### config.mk
export PLATFORM = sky130hd
export DESIGN_NAME = spi_word_host
export DESIGN_NICKNAME = d
export VERILOG_FILES = /design/src/rtl/spi_host_pkg.sv /design/src/rtl/spi_host_regs.sv /design/src/rtl/spi_shift_core.sv /design/src/rtl/spi_word_host.sv
export SDC_FILE = /design/constraint.sdc
export NUM_CORES = 1
export LEC_CHECK = 0
export ABC_AREA = 0
export BUFFER_PORTS_ARGS = -buffer_cell sky130_fd_sc_hd__buf_4
export CAP_MARGIN = 0
export CORE_UTILIZATION = 40
export DETAILED_ROUTE_END_ITERATION = 7
export SYNTH_ARGS = -nofsm -noshare
export SYNTH_HDL_FRONTEND = slang
export SYNTH_SLANG_ARGS = --single-unit
### constraint.sdc
create_clock -name clk -period 1.5 [get_ports clk]
set_input_delay 0.225 -clock clk [delete_from_list [all_inputs] [get_ports clk]]
set_output_delay 0.225 -clock clk [all_outputs]
set_load 0.005 [all_outputs]
### src/rtl/spi_host_pkg.sv
package spi_host_pkg;

  // Register byte offsets
  localparam int unsigned OFS_CTRL  = 'h00;
  localparam int unsigned OFS_CFG   = 'h04;
  localparam int unsigned OFS_DOUT  = 'h08;
  localparam int unsigned OFS_DIN   = 'h0C;
  localparam int unsigned OFS_CAUSE = 'h10;
  localparam int unsigned OFS_TIME  = 'h18;

  // Field positions
  localparam int unsigned CS_EN_BIT   = 0;
  localparam int unsigned CS_IDX_LSB  = 2;
  localparam int unsigned WIDE_BIT    = 5;
  localparam int unsigned CPOL_BIT    = 11;
  localparam int unsigned CPHA_BIT    = 12;
  localparam int unsigned TX_LSB_BIT  = 13;
  localparam int unsigned RX_LSB_BIT  = 14;
  localparam int unsigned SAMP_LSB    = 6;

  localparam logic [1:0] SAMPLE_DFLT = 2'd1;
  localparam logic [1:0] SAMPLE_LATE = 2'd2;

  typedef struct packed {
    logic rx_lsb;
    logic tx_lsb;
    logic cpha;
    logic cpol;
    logic wide;
  } xfer_cfg_t;

endpackage

### src/rtl/spi_host_regs.sv
module spi_host_regs
  import spi_host_pkg::*;
#(
  parameter int ADDR_W = 5,
  parameter int DATA_W = 32,
  parameter int WORD_W = 16,
  parameter int NUM_CS = 8
) (
  input  logic              clk,
  input  logic              rst,
  input  logic              reg_we,
  input  logic              reg_re,
  input  logic [ADDR_W-1:0] reg_addr,
  input  logic [DATA_W-1:0] reg_wdata,
  output logic [DATA_W-1:0] reg_rdata,
  input  logic              busy,
  input  logic              done,
  input  logic [WORD_W-1:0] rx_word,
  output logic [NUM_CS-1:0] cs_n,
  output xfer_cfg_t         cfg,
  output logic              late_sample,
  output logic              start,
  output logic [WORD_W-1:0] tx_word
);
  localparam int IDX_W = $clog2(NUM_CS);

  logic             cs_en;
  logic [IDX_W-1:0] cs_idx;
  logic [1:0]       samp_sel;
  logic             cause;
  logic [NUM_CS-1:0] cs_hit;
  logic [DATA_W-1:0] rd_mux;

  logic wr_ctrl, wr_cfg, wr_dout, wr_cause, wr_time;
  assign wr_ctrl  = reg_we && (reg_addr == ADDR_W'(OFS_CTRL));
  assign wr_cfg   = reg_we && (reg_addr == ADDR_W'(OFS_CFG));
  assign wr_dout  = reg_we && (reg_addr == ADDR_W'(OFS_DOUT));
  assign wr_cause = reg_we && (reg_addr == ADDR_W'(OFS_CAUSE));
  assign wr_time  = reg_we && (reg_addr == ADDR_W'(OFS_TIME));

  // Per-line decode of the incoming control word
  for (genvar g = 0; g < NUM_CS; g++) begin : g_cs
    assign cs_hit[g] = reg_wdata[CS_EN_BIT] &&
                       (reg_wdata[CS_IDX_LSB +: IDX_W] == IDX_W'(g));
  end

  always_ff @(posedge clk) begin
    if (rst) begin
      cs_en    <= 1'b0;
      cs_idx   <= '0;
      cs_n     <= '1;
      cfg      <= '0;
      samp_sel <= SAMPLE_DFLT;
      cause    <= 1'b0;
      start    <= 1'b0;
      tx_word  <= '0;
    end else begin
      start <= 1'b0;
      if (wr_ctrl) begin
        cs_en  <= reg_wdata[CS_EN_BIT];
        cs_idx <= reg_wdata[CS_IDX_LSB +: IDX_W];
        cs_n   <= ~cs_hit;
      end
      if (wr_cfg) begin
        cfg.wide   <= reg_wdata[WIDE_BIT];
        cfg.cpol   <= reg_wdata[CPOL_BIT];
        cfg.cpha   <= reg_wdata[CPHA_BIT];
        cfg.tx_lsb <= reg_wdata[TX_LSB_BIT];
        cfg.rx_lsb <= reg_wdata[RX_LSB_BIT];
      end
      if (wr_time) samp_sel <= reg_wdata[SAMP_LSB +: 2];
      if (wr_dout && !busy && !start) begin
        start   <= 1'b1;
        tx_word <= reg_wdata[WORD_W-1:0];
      end
      if (done) cause <= 1'b1;
      else if (wr_cause && (reg_wdata == '0)) cause <= 1'b0;
    end
  end

  assign late_sample = (samp_sel == SAMPLE_LATE);

  always_comb begin
    rd_mux = '0;
    case (reg_addr)
      ADDR_W'(OFS_CTRL): begin
        rd_mux[CS_EN_BIT] = cs_en;
        rd_mux[CS_IDX_LSB +: IDX_W] = cs_idx;
      end
      ADDR_W'(OFS_CFG): begin
        rd_mux[WIDE_BIT]   = cfg.wide;
        rd_mux[CPOL_BIT]   = cfg.cpol;
        rd_mux[CPHA_BIT]   = cfg.cpha;
        rd_mux[TX_LSB_BIT] = cfg.tx_lsb;
        rd_mux[RX_LSB_BIT] = cfg.rx_lsb;
      end
      ADDR_W'(OFS_DIN):   rd_mux[WORD_W-1:0] = rx_word;
      ADDR_W'(OFS_CAUSE): rd_mux[0] = cause;
      ADDR_W'(OFS_TIME):  rd_mux[SAMP_LSB +: 2] = samp_sel;
      default:            rd_mux = '0;
    endcase
  end

  always_ff @(posedge clk) begin
    if (rst)         reg_rdata <= '0;
    else if (reg_re) reg_rdata <= rd_mux;
  end

endmodule

### src/rtl/spi_shift_core.sv
module spi_shift_core
  import spi_host_pkg::*;
#(
  parameter int WORD_W   = 16,
  parameter int NARROW_W = 8
) (
  input  logic              clk,
  input  logic              rst,
  input  logic              sck_en,
  input  logic              start,
  input  logic [WORD_W-1:0] tx_word,
  input  xfer_cfg_t         cfg,
  input  logic              late_sample,
  input  logic              miso,
  output logic              busy,
  output logic              done,
  output logic [WORD_W-1:0] rx_word,
  output logic              sck,
  output logic              mosi
);
  localparam int CNT_W = $clog2(2 * WORD_W);
  localparam logic [CNT_W-1:0] LAST_WIDE   = CNT_W'(2 * WORD_W - 1);
  localparam logic [CNT_W-1:0] LAST_NARROW = CNT_W'(2 * NARROW_W - 1);

  logic [WORD_W-1:0] tx_sr, rx_sr, tx_norm, rx_fill, rx_out;
  logic [CNT_W-1:0]  edge_cnt, last_edge;
  logic fin, dly_pend;
  logic wide_l, cpol_l, cpha_l, rxlsb_l, late_l;
  logic sample_edge;

  // Put the first wire bit at the top of the shift register
  always_comb begin
    tx_norm = '0;
    if (cfg.wide) begin
      for (int i = 0; i < WORD_W; i++)
        tx_norm[i] = cfg.tx_lsb ? tx_word[WORD_W-1-i] : tx_word[i];
    end else begin
      for (int i = 0; i < NARROW_W; i++)
        tx_norm[WORD_W-NARROW_W+i] = cfg.tx_lsb ? tx_word[NARROW_W-1-i] : tx_word[i];
    end
  end

  // Received bits enter at bit 0; the first one ends at the word's top
  always_comb begin
    rx_fill = dly_pend ? {rx_sr[WORD_W-2:0], miso} : rx_sr;
    rx_out  = '0;
    if (wide_l) begin
      for (int i = 0; i < WORD_W; i++)
        rx_out[i] = rxlsb_l ? rx_fill[WORD_W-1-i] : rx_fill[i];
    end else begin
      for (int i = 0; i < NARROW_W; i++)
        rx_out[i] = rxlsb_l ? rx_fill[NARROW_W-1-i] : rx_fill[i];
    end
  end

  assign last_edge   = wide_l ? LAST_WIDE : LAST_NARROW;
  assign sample_edge = (!edge_cnt[0]) ^ cpha_l;

  always_ff @(posedge clk) begin
    if (rst) begin
      busy <= 1'b0; done <= 1'b0; fin <= 1'b0; dly_pend <= 1'b0;
      sck <= 1'b0; mosi <= 1'b0; edge_cnt <= '0;
      tx_sr <= '0; rx_sr <= '0; rx_word <= '0;
      wide_l <= 1'b0; cpol_l <= 1'b0; cpha_l <= 1'b0; rxlsb_l <= 1'b0; late_l <= 1'b0;
    end else begin
      done <= 1'b0;
      if (!busy) begin
        sck  <= cfg.cpol;
        mosi <= 1'b0;
        if (start) begin
          busy <= 1'b1; fin <= 1'b0; dly_pend <= 1'b0; edge_cnt <= '0; rx_sr <= '0;
          wide_l <= cfg.wide; cpol_l <= cfg.cpol; cpha_l <= cfg.cpha;
          rxlsb_l <= cfg.rx_lsb; late_l <= late_sample;
          if (cfg.cpha) begin
            tx_sr <= tx_norm;
          end else begin
            mosi  <= tx_norm[WORD_W-1];
            tx_sr <= tx_norm << 1;
          end
        end
      end else begin
        if (dly_pend) begin
          rx_sr    <= {rx_sr[WORD_W-2:0], miso};
          dly_pend <= 1'b0;
        end
        if (fin) begin
          busy    <= 1'b0;
          done    <= 1'b1;
          rx_word <= rx_out;
          mosi    <= 1'b0;
          sck     <= cpol_l;
        end else if (sck_en) begin
          sck      <= ~sck;
          edge_cnt <= edge_cnt + 1'b1;
          if (sample_edge) begin
            if (late_l) dly_pend <= 1'b1;
            else        rx_sr    <= {rx_sr[WORD_W-2:0], miso};
          end else if (edge_cnt != last_edge) begin
            mosi  <= tx_sr[WORD_W-1];
            tx_sr <= tx_sr << 1;
          end
          if (edge_cnt == last_edge) fin <= 1'b1;
        end
      end
    end
  end

endmodule

### src/rtl/spi_word_host.sv
module spi_word_host
  import spi_host_pkg::*;
#(
  parameter int ADDR_W   = 5,
  parameter int DATA_W   = 32,
  parameter int WORD_W   = 16,
  parameter int NARROW_W = 8,
  parameter int NUM_CS   = 8
) (
  input  logic              clk,
  input  logic              rst,
  input  logic              reg_we,
  input  logic              reg_re,
  input  logic [ADDR_W-1:0] reg_addr,
  input  logic [DATA_W-1:0] reg_wdata,
  output logic [DATA_W-1:0] reg_rdata,
  input  logic              sck_en,
  input  logic              spi_miso,
  output logic              spi_sck,
  output logic              spi_mosi,
  output logic [NUM_CS-1:0] spi_cs_n
);
  xfer_cfg_t         cfg_q;
  logic              late_q, start_q, eng_busy, eng_done;
  logic [WORD_W-1:0] tx_q, rx_q;

  spi_host_regs #(
    .ADDR_W(ADDR_W), .DATA_W(DATA_W), .WORD_W(WORD_W), .NUM_CS(NUM_CS)
  ) u_regs (
    .clk(clk), .rst(rst),
    .reg_we(reg_we), .reg_re(reg_re), .reg_addr(reg_addr),
    .reg_wdata(reg_wdata), .reg_rdata(reg_rdata),
    .busy(eng_busy), .done(eng_done), .rx_word(rx_q),
    .cs_n(spi_cs_n), .cfg(cfg_q), .late_sample(late_q),
    .start(start_q), .tx_word(tx_q)
  );

  spi_shift_core #(
    .WORD_W(WORD_W), .NARROW_W(NARROW_W)
  ) u_core (
    .clk(clk), .rst(rst), .sck_en(sck_en),
    .start(start_q), .tx_word(tx_q), .cfg(cfg_q), .late_sample(late_q),
    .miso(spi_miso), .busy(eng_busy), .done(eng_done), .rx_word(rx_q),
    .sck(spi_sck), .mosi(spi_mosi)
  );

endmodule

==> results_tabular.tex, run 1 <==
\begin{tabular}{lr}
\hline
Metric & Value \\
\hline
\multicolumn{2}{l}{\textbf{Final layout}} \\
Final std cell area, no fill & 0.00766 mm² \\
Filler-free cell count of the finished design & 946 \\
Finished Core Util & 54.5\% \\
Number of nets in the layout & 797 \\
Antenna fix cells & 0 \\
Fraction of layout instances using a drive strength above 1 & 29.2\% \\
Area growth from synthesis to layout & 31.1\% \\
\multicolumn{2}{l}{\textbf{Clocking}} \\
Root Buffer & clkbuf\_16 \\
CTS tree & built \\
Number of buffers inserted during clock tree synthesis & 17 \\
Clock sink total & 117 \\
Worst-Skew Late Latency & 420 ps \\
Hold buffers post-CTS & 0 \\
CTS H-Tree Depth & 4 \\
CTS max path bufs & 2 \\
Clock slew at reported path FFs & 50 ps \\
\multicolumn{2}{l}{\textbf{Yosys}} \\
Most instantiated cells after synthesis & dfxtp\_1 (117), nor2\_1 (69), mux2i\_1 (49) \\
Count of flip-flops with a built-in enable after synthesis & 0 \\
Total of warnings raised by yosys & 0 \\
Library cell with the largest summed area after synthesis & dfxtp\_1 \\
Cell area after technology mapping & 0.00584 mm² \\
FFs w/ async S/R, synth & 0\% \\
Number of different library cells in the post-synthesis netlist & 59 \\
Sequential element share of the synthesized area & 40.1\% \\
Top post-synthesis cells by area & dfxtp\_1 (40\%), mux2i\_1 (8.4\%), nor2\_1 (4.4\%) \\
Post-synthesis instance total & 659 \\
Most common flop cell mapped by yosys & dfxtp\_1 \\
Area share of the largest cell type after synthesis & 40.1\% \\
Mean instance size in the synthesized netlist & 8.87 µm² \\
Most repeated cell in the gate-level netlist after synthesis & dfxtp\_1 \\
Number of register bits inferred by synthesis & 117 \\
\multicolumn{2}{l}{\textbf{STA}} \\
Ratio of final minimum period to clock period & 100\% \\
Final Critical Period & 1500 ps \\
Final count of negative-setup-slack endpoints & 6 \\
Final WS setup & -2.32 ps \\
Setup repair after global routing missed its margin & true \\
Setup Skew & 5.15 ps \\
Final number of hold-violating endpoints & 0 \\
Maximum frequency from static timing analysis & 666 MHz \\
Number of max-slew violations in the final report & 0 \\
Final Hold Slack & 50.0 ps \\
\multicolumn{2}{l}{\textbf{Setup path}} \\
Longest individual stage delay on the worst path & 390 ps \\
CP max stage cell & or3b\_4 \\
Type of element capturing the critical path & register \\
Biggest fanout along the worst timing path & 8 \\
Setup slack of the worst register-to-register path & -2 ps \\
Worst Setup Start Kind & register \\
Crit Reg-Reg Startpoint & u\_core.late\_l \\
Type of the setup path with the least slack & register to register \\
CP required & 1820 ps \\
FF-to-FF End & u\_core.rx\_sr[6] \\
Cell class contributing the biggest share of worst-path delay & compound AO/OA/AOI/OAI gates \\
Buffers plus inverters on the worst setup path & 1 \\
Cell depth of the worst flop-to-flop path & 5 \\
CP Cell Sequence & or3b\_4 > o211ai\_1 > buf\_4 > a21oi\_4 > a22o\_1 \\
Crit path DAT & 1820 ps \\
\multicolumn{2}{l}{\textbf{Power and ir drop}} \\
Overall power consumption & 7.35 mW \\
Leakage dissipation & 3.00 nW \\
Power Density & 960 mW/mm² \\
Peak supply drop & 0.740 mV \\
\multicolumn{2}{l}{\textbf{Global route}} \\
Remaining global-route overflow & 0 \\
All-Layer GR Usage & 21.0\% \\
Global-route wire length before repair & 24300 µm \\
Maximum number of pins on one net before global-route repair & 77 \\
Initial antenna violation count & 0 \\
Vias in the first global route & 4899 \\
\multicolumn{2}{l}{\textbf{Routing}} \\
Via-per-instance ratio & 5.53 \\
Remaining routing DRC violations & 0 \\
DRT antenna net count & 0 \\
Count of vias placed by the detailed router & 5234 \\
DR iter-0 viols & 388 \\
First-pass detailed-route iteration total & 5 \\
Detailed-route wire length & 15600 µm \\
Routed len/inst & 16.5 µm \\
\multicolumn{2}{l}{\textbf{Flow run}} \\
Max-capacitance violation count & 0 \\
\multicolumn{2}{l}{\textbf{Die}} \\
Placement row count & 43 \\
Initial Utilization & 41.6\% \\
I/O pin cnt & 85 \\
Core Region & 0.0140 mm² \\
Total Die Area & 0.0151 mm² \\
Chip Height & 123 µm \\
Horiz. Die Dim & 123 µm \\
\multicolumn{2}{l}{\textbf{Placed design}} \\
Number of input and output port buffers inserted & 68 \\
HPWL after detailed placement & 10700 µm \\
Global placement routability congestion & 0.874 \\
Instance area after placement & 0.00677 mm² \\
\# placed instances & 906 \\
\multicolumn{2}{l}{\textbf{Min path}} \\
Critical hold path startpoint & reg\_wdata[1] \\
Hold-critical path depth & 3 \\
Path type of the worst min-delay path & primary input to register \\
Sink of the worst hold path & u\_regs.tx\_word[1] \\
\multicolumn{2}{l}{\textbf{Run status}} \\
Violated checks & setup timing \\
Result of the run & complete, but fails checks \\
\hline
\end{tabular}
[worst reg2reg max path: stages, from the launching register on]
cell	delay (ps)
dfxtp_2	320
or3b_4	390
o211ai_1	210
buf_4	170
a21oi_4	90
a22o_1	220
[stage by stage]
step	setup TNS (ps)	worst slack (ps)
3_5_place_dp	-4980	-220
3_3_place_gp	-3250	-150
2_1_floorplan	-3.51	-3.51
4_1_cts	-42.8	-26.4
5_1_grt	-1050	-72.8
6_report	-4.78	-2.32
[cell families (layout without fill, tap and decap cells)]
logic type	count (synthesis)	in the layout	synth area share [%]
simple gates	210	210	17.9
fa+ha+maj	1	1	0.214
xor+xnor	7	7	1.18
buf+inv	90	181	8.07
other cells	1	16	0.0642
flops	117	117	40.1
mux	59	59	12.1
compound gates	174	175	20.4
[final cells by class]
class	count	area, µm²
Fill cell	1271	6380
Multi-Input combinational cell	468	3320
Sequential cell	117	2360
Timing Repair Buffer	134	1150
Clock buffer	20	437
Tap cell	180	225
Clock inverter	12	113
Inverter	15	56.3
[worst max-delay path by stage]
stage                                  start                to  slack (ps)  cells past startpoint
after floorplan                   u_core.fin   u_core.tx_sr[0]          -4                      6
after global placement                sck_en   u_core.rx_sr[0]        -150                      5
after detailed placement  u_core.edge_cnt[0]   u_core.rx_sr[2]        -220                      4
after CTS                      u_regs.cfg[0]  u_core.tx_sr[15]         -30                      5
after global routing           u_core.late_l   u_core.rx_sr[6]         -70                      5
final                          u_core.late_l   u_core.rx_sr[6]          -2                      5
[placed cells by master, fill, tap and decap left out, types with 18 or more instances in the layout]
cell type and n:
dfxtp_1 108, nand2_1 42, mux2i_1 45, nor2_1 67, a211oi_1 18, a21oi_1 43
o21ai_0 20, a22oi_1 20, nand3_1 19, buf_4 119
[flip-flops by register name, indices dropped and copies added, names as in the netlist, 2 cells and up]
register / cells
u_core.edge_cnt: 5
u_core.rx_sr: 16
u_core.rx_word: 16
u_core.tx_sr: 16
u_regs.cfg: 5
u_regs.cs_idx: 3
u_regs.cs_n: 8
u_regs.reg_rdata: 16
u_regs.samp_sel: 2
u_regs.tx_word: 16
[repair_timing]
action / CTS / global route
gates cloned: 1 / 0
buffers inserted: 4 / 3
setup endpoints to repair: 35 / 62
pin swaps: 21 / 7
resized for setup: 13 / 47
[metal layers]
metal / track usage (%) / share of wire, % / vias up / routed length, µm
met4: 8.61 / 1.7 / 0 / 263
met1: 27.2 / 46 / 2532 / 7100
met3: 5.30 / 4.3 / 23 / 676
li1: - / - / 2560 / -
met2: 33.3 / 48 / 119 / 7540
met5: 0 / 0 / - / 0
[where the power goes]
part           internal (mW)  leakage [nW]  switching, mW
Combinational          0.182          1.77          0.200
Clock                   2.41         0.277           1.42
Sequential              3.13         0.950         0.0183
Total                   5.72          3.00           1.64
Power figures use the tool's default switching activity.
==> inputs of run 2 (changes only) <==
--- a/config.mk
+++ b/config.mk
@@ -8,8 +8,10 @@
 export ABC_AREA = 0
 export BUFFER_PORTS_ARGS = -buffer_cell sky130_fd_sc_hd__buf_4
 export CAP_MARGIN = 0
-export CORE_UTILIZATION = 40
+export CORE_UTILIZATION = 52
 export DETAILED_ROUTE_END_ITERATION = 7
+export PLACE_DENSITY = 0.77
+export RECOVER_POWER = 25
 export SYNTH_ARGS = -nofsm -noshare
 export SYNTH_HDL_FRONTEND = slang
 export SYNTH_SLANG_ARGS = --single-unit
==> results_tabular.tex, run 2 (synthesis gave the netlist of run 1 again) <==
\begin{tabular}{lr}
\hline
Metric & Value \\
\hline
\multicolumn{2}{l}{\textbf{Run status}} \\
Result of the run & complete, but fails checks \\
Violated checks & setup timing \\
\multicolumn{2}{l}{\textbf{Setup path}} \\
Type of the setup path with the least slack & register to register \\
Buffers plus inverters on the worst setup path & 2 \\
Worst Setup Start Kind & register \\
Biggest fanout along the worst timing path & 16 \\
CP max stage cell & dfxtp\_4 \\
Type of element capturing the critical path & register \\
Cell class contributing the biggest share of worst-path delay & flip-flops \\
CP required & 1920 ps \\
Longest individual stage delay on the worst path & 360 ps \\
CP Cell Sequence & xor2\_2 > buf\_4 > o21ai\_0 > and3b\_2 > buf\_12 > a22o\_1 \\
Crit path DAT & 1940 ps \\
\multicolumn{2}{l}{\textbf{Final layout}} \\
Area taken by flip-flops and latches & 0.00236 mm² \\
Fraction of layout instances using a drive strength above 1 & 27.9\% \\
Number of inserted filler cells in the final layout & 772 \\
Number of nets in the layout & 809 \\
Antenna fix cells & 0 \\
Most used cells in the layout excluding fill and tap cells & buf\_4 (112), dfxtp\_1 (109), nor2\_1 (68) \\
Most common library cell in the layout ignoring fill and taps & buf\_4 \\
Multi-input combinational cell area & 0.00336 mm² \\
Finished Core Util & 71.4\% \\
Area growth from synthesis to layout & 33.0\% \\
Final std cell area, no fill & 0.00777 mm² \\
\multicolumn{2}{l}{\textbf{Power and ir drop}} \\
Leakage dissipation & 3.04 nW \\
Peak supply drop & 0.718 mV \\
Power Density & 993 mW/mm² \\
\multicolumn{2}{l}{\textbf{Global route}} \\
Vias in the first global route & 5254 \\
Remaining global-route overflow & 0 \\
Global-route wire length before repair & 26100 µm \\
All-Layer GR Usage & 29.3\% \\
Initial antenna violation count & 0 \\
Maximum number of pins on one net before global-route repair & 63 \\
\multicolumn{2}{l}{\textbf{STA}} \\
Final WS setup & -19.5 ps \\
Setup repair after global routing missed its margin & true \\
Actual slew at the worst max-slew pin & 522 ps \\
Number of max-slew violations in the final report & 0 \\
Final Critical Period & 1520 ps \\
Relative slew margins & 64.9\% \\
Maximum frequency from static timing analysis & 658 MHz \\
Final count of negative-setup-slack endpoints & 12 \\
Ratio of final minimum period to clock period & 101\% \\
Final number of hold-violating endpoints & 0 \\
Setup Skew & 6.91 ps \\
\multicolumn{2}{l}{\textbf{Die}} \\
Chip Height & 108 µm \\
Horiz. Die Dim & 108 µm \\
Placement row count & 38 \\
I/O pin cnt & 85 \\
Initial Utilization & 53.7\% \\
Core Region & 0.0109 mm² \\
Total Die Area & 0.0117 mm² \\
\multicolumn{2}{l}{\textbf{Clocking}} \\
Number of buffers inserted during clock tree synthesis & 17 \\
Root Buffer & clkbuf\_8 \\
CTS tree & built \\
Worst-Skew Late Latency & 540 ps \\
Clock sink total & 117 \\
Clock slew at reported path FFs & 60 ps \\
CTS H-Tree Depth & 4 \\
CTS max path bufs & 2 \\
\multicolumn{2}{l}{\textbf{Routing}} \\
First-pass detailed-route iteration total & 5 \\
Via-per-instance ratio & 6.13 \\
Count of vias placed by the detailed router & 5624 \\
DR iter-0 viols & 507 \\
Remaining routing DRC violations & 0 \\
Detailed-route wire length & 17100 µm \\
Wire length on met3 & 1450 µm \\
Routed len/inst & 18.7 µm \\
DRT antenna net count & 0 \\
Wl on met1 & 6960 µm \\
DR WL met2 & 8280 µm \\
Highest metal layer with signal wires & met4 \\
\multicolumn{2}{l}{\textbf{Placed design}} \\
Number of input and output port buffers inserted & 68 \\
Global placement routability congestion & 0.851 \\
Instance area after placement & 0.00668 mm² \\
HPWL after detailed placement & 11100 µm \\
\multicolumn{2}{l}{\textbf{Min path}} \\
Path type of the worst min-delay path & primary input to register \\
\multicolumn{2}{l}{\textbf{Flow run}} \\
Max-capacitance violation count & 0 \\
\hline
\end{tabular}
==> run 2: cell types whose count changed in the layout (fill, tap and decap cells not counted), sizes merged <==
| cell | delta |
|---|---|
| dlygate4sd3 | +16 |
| buf | -11 |
| clkbuf | +11 |
| clkinv | -5 |
| bufinv | +1 |
==> run 2: cell type report <==
class | count | area share [%]
Clock inverter | 8 | 1.56
Sequential cell | 117 | 30.4
Inverter | 15 | 0.724
Tap cell | 140 | 2.25
Clock buffer | 24 | 6.18
Timing Repair Buffer | 146 | 15.7
Multi-Input combinational cell | 468 | 43.2
==> run 2: final timing paths <==
path / from / to / slack (ps) / cells past startpoint
max: u_core.edge_cnt[0] / u_core.rx_sr[14] / -20 / 6
min: reg_wdata[3] / u_regs.cs_n[1] / 50 / 3
max reg2reg: u_core.edge_cnt[0] / u_core.rx_sr[14] / -20 / 6
min reg2reg: u_regs.cs_idx[0] / u_regs.cs_idx[0] / 460 / 2
==> run 2: worst register-to-register path: cells and delay by family, from the launching register on <==
kind	cells	cell delay, ps
simple gates	1	250
flops	1	360
buf+inv	2	310
xor+xnor	1	210
compound gates	2	280
==> run 2: where the power goes <==
part / total [mW] / switching, mW / internal (mW)
Combinational: 0.411 / 0.215 / 0.196
Sequential: 3.15 / 0.0219 / 3.13
Clock: 4.16 / 1.46 / 2.70
==> run 2: layer usage <==
metal / up-vias / track usage [%]
met5: - / 0
met4: 0 / 11.3
met3: 51 / 8.02
met2: 293 / 48.0
met1: 2694 / 36.6
li1: 2586 / -
==> run 2: metrics by stage <==
| stage | power, mW | hold WS, ps | std cells | TNS (ps) | worst slack, ps |
|---|---|---|---|---|---|
| floorplan | 3.41 | 351 | 674 | -3.51 | -3.51 |
| global placement | 3.57 | 444 | 862 | -2590 | -144 |
| detailed placement | 3.57 | 452 | 862 | -4750 | -219 |
| CTS | 7.70 | 30.8 | 914 | -33.9 | -32.8 |
| global route | 7.92 | 47.2 | 918 | -1390 | -85.3 |
| finish | 7.72 | 47.1 | 918 | -82.6 | -19.5 |
==> run 2: repair_timing <==
action	in CTS	in global routing
gates cloned	1	0
hold buffers	16	0
endpoints found under the hold margin	22	0
setup endpoints to repair	34	45
setup buffers	3	4
resized for setup	19	51
pin swaps	7	21
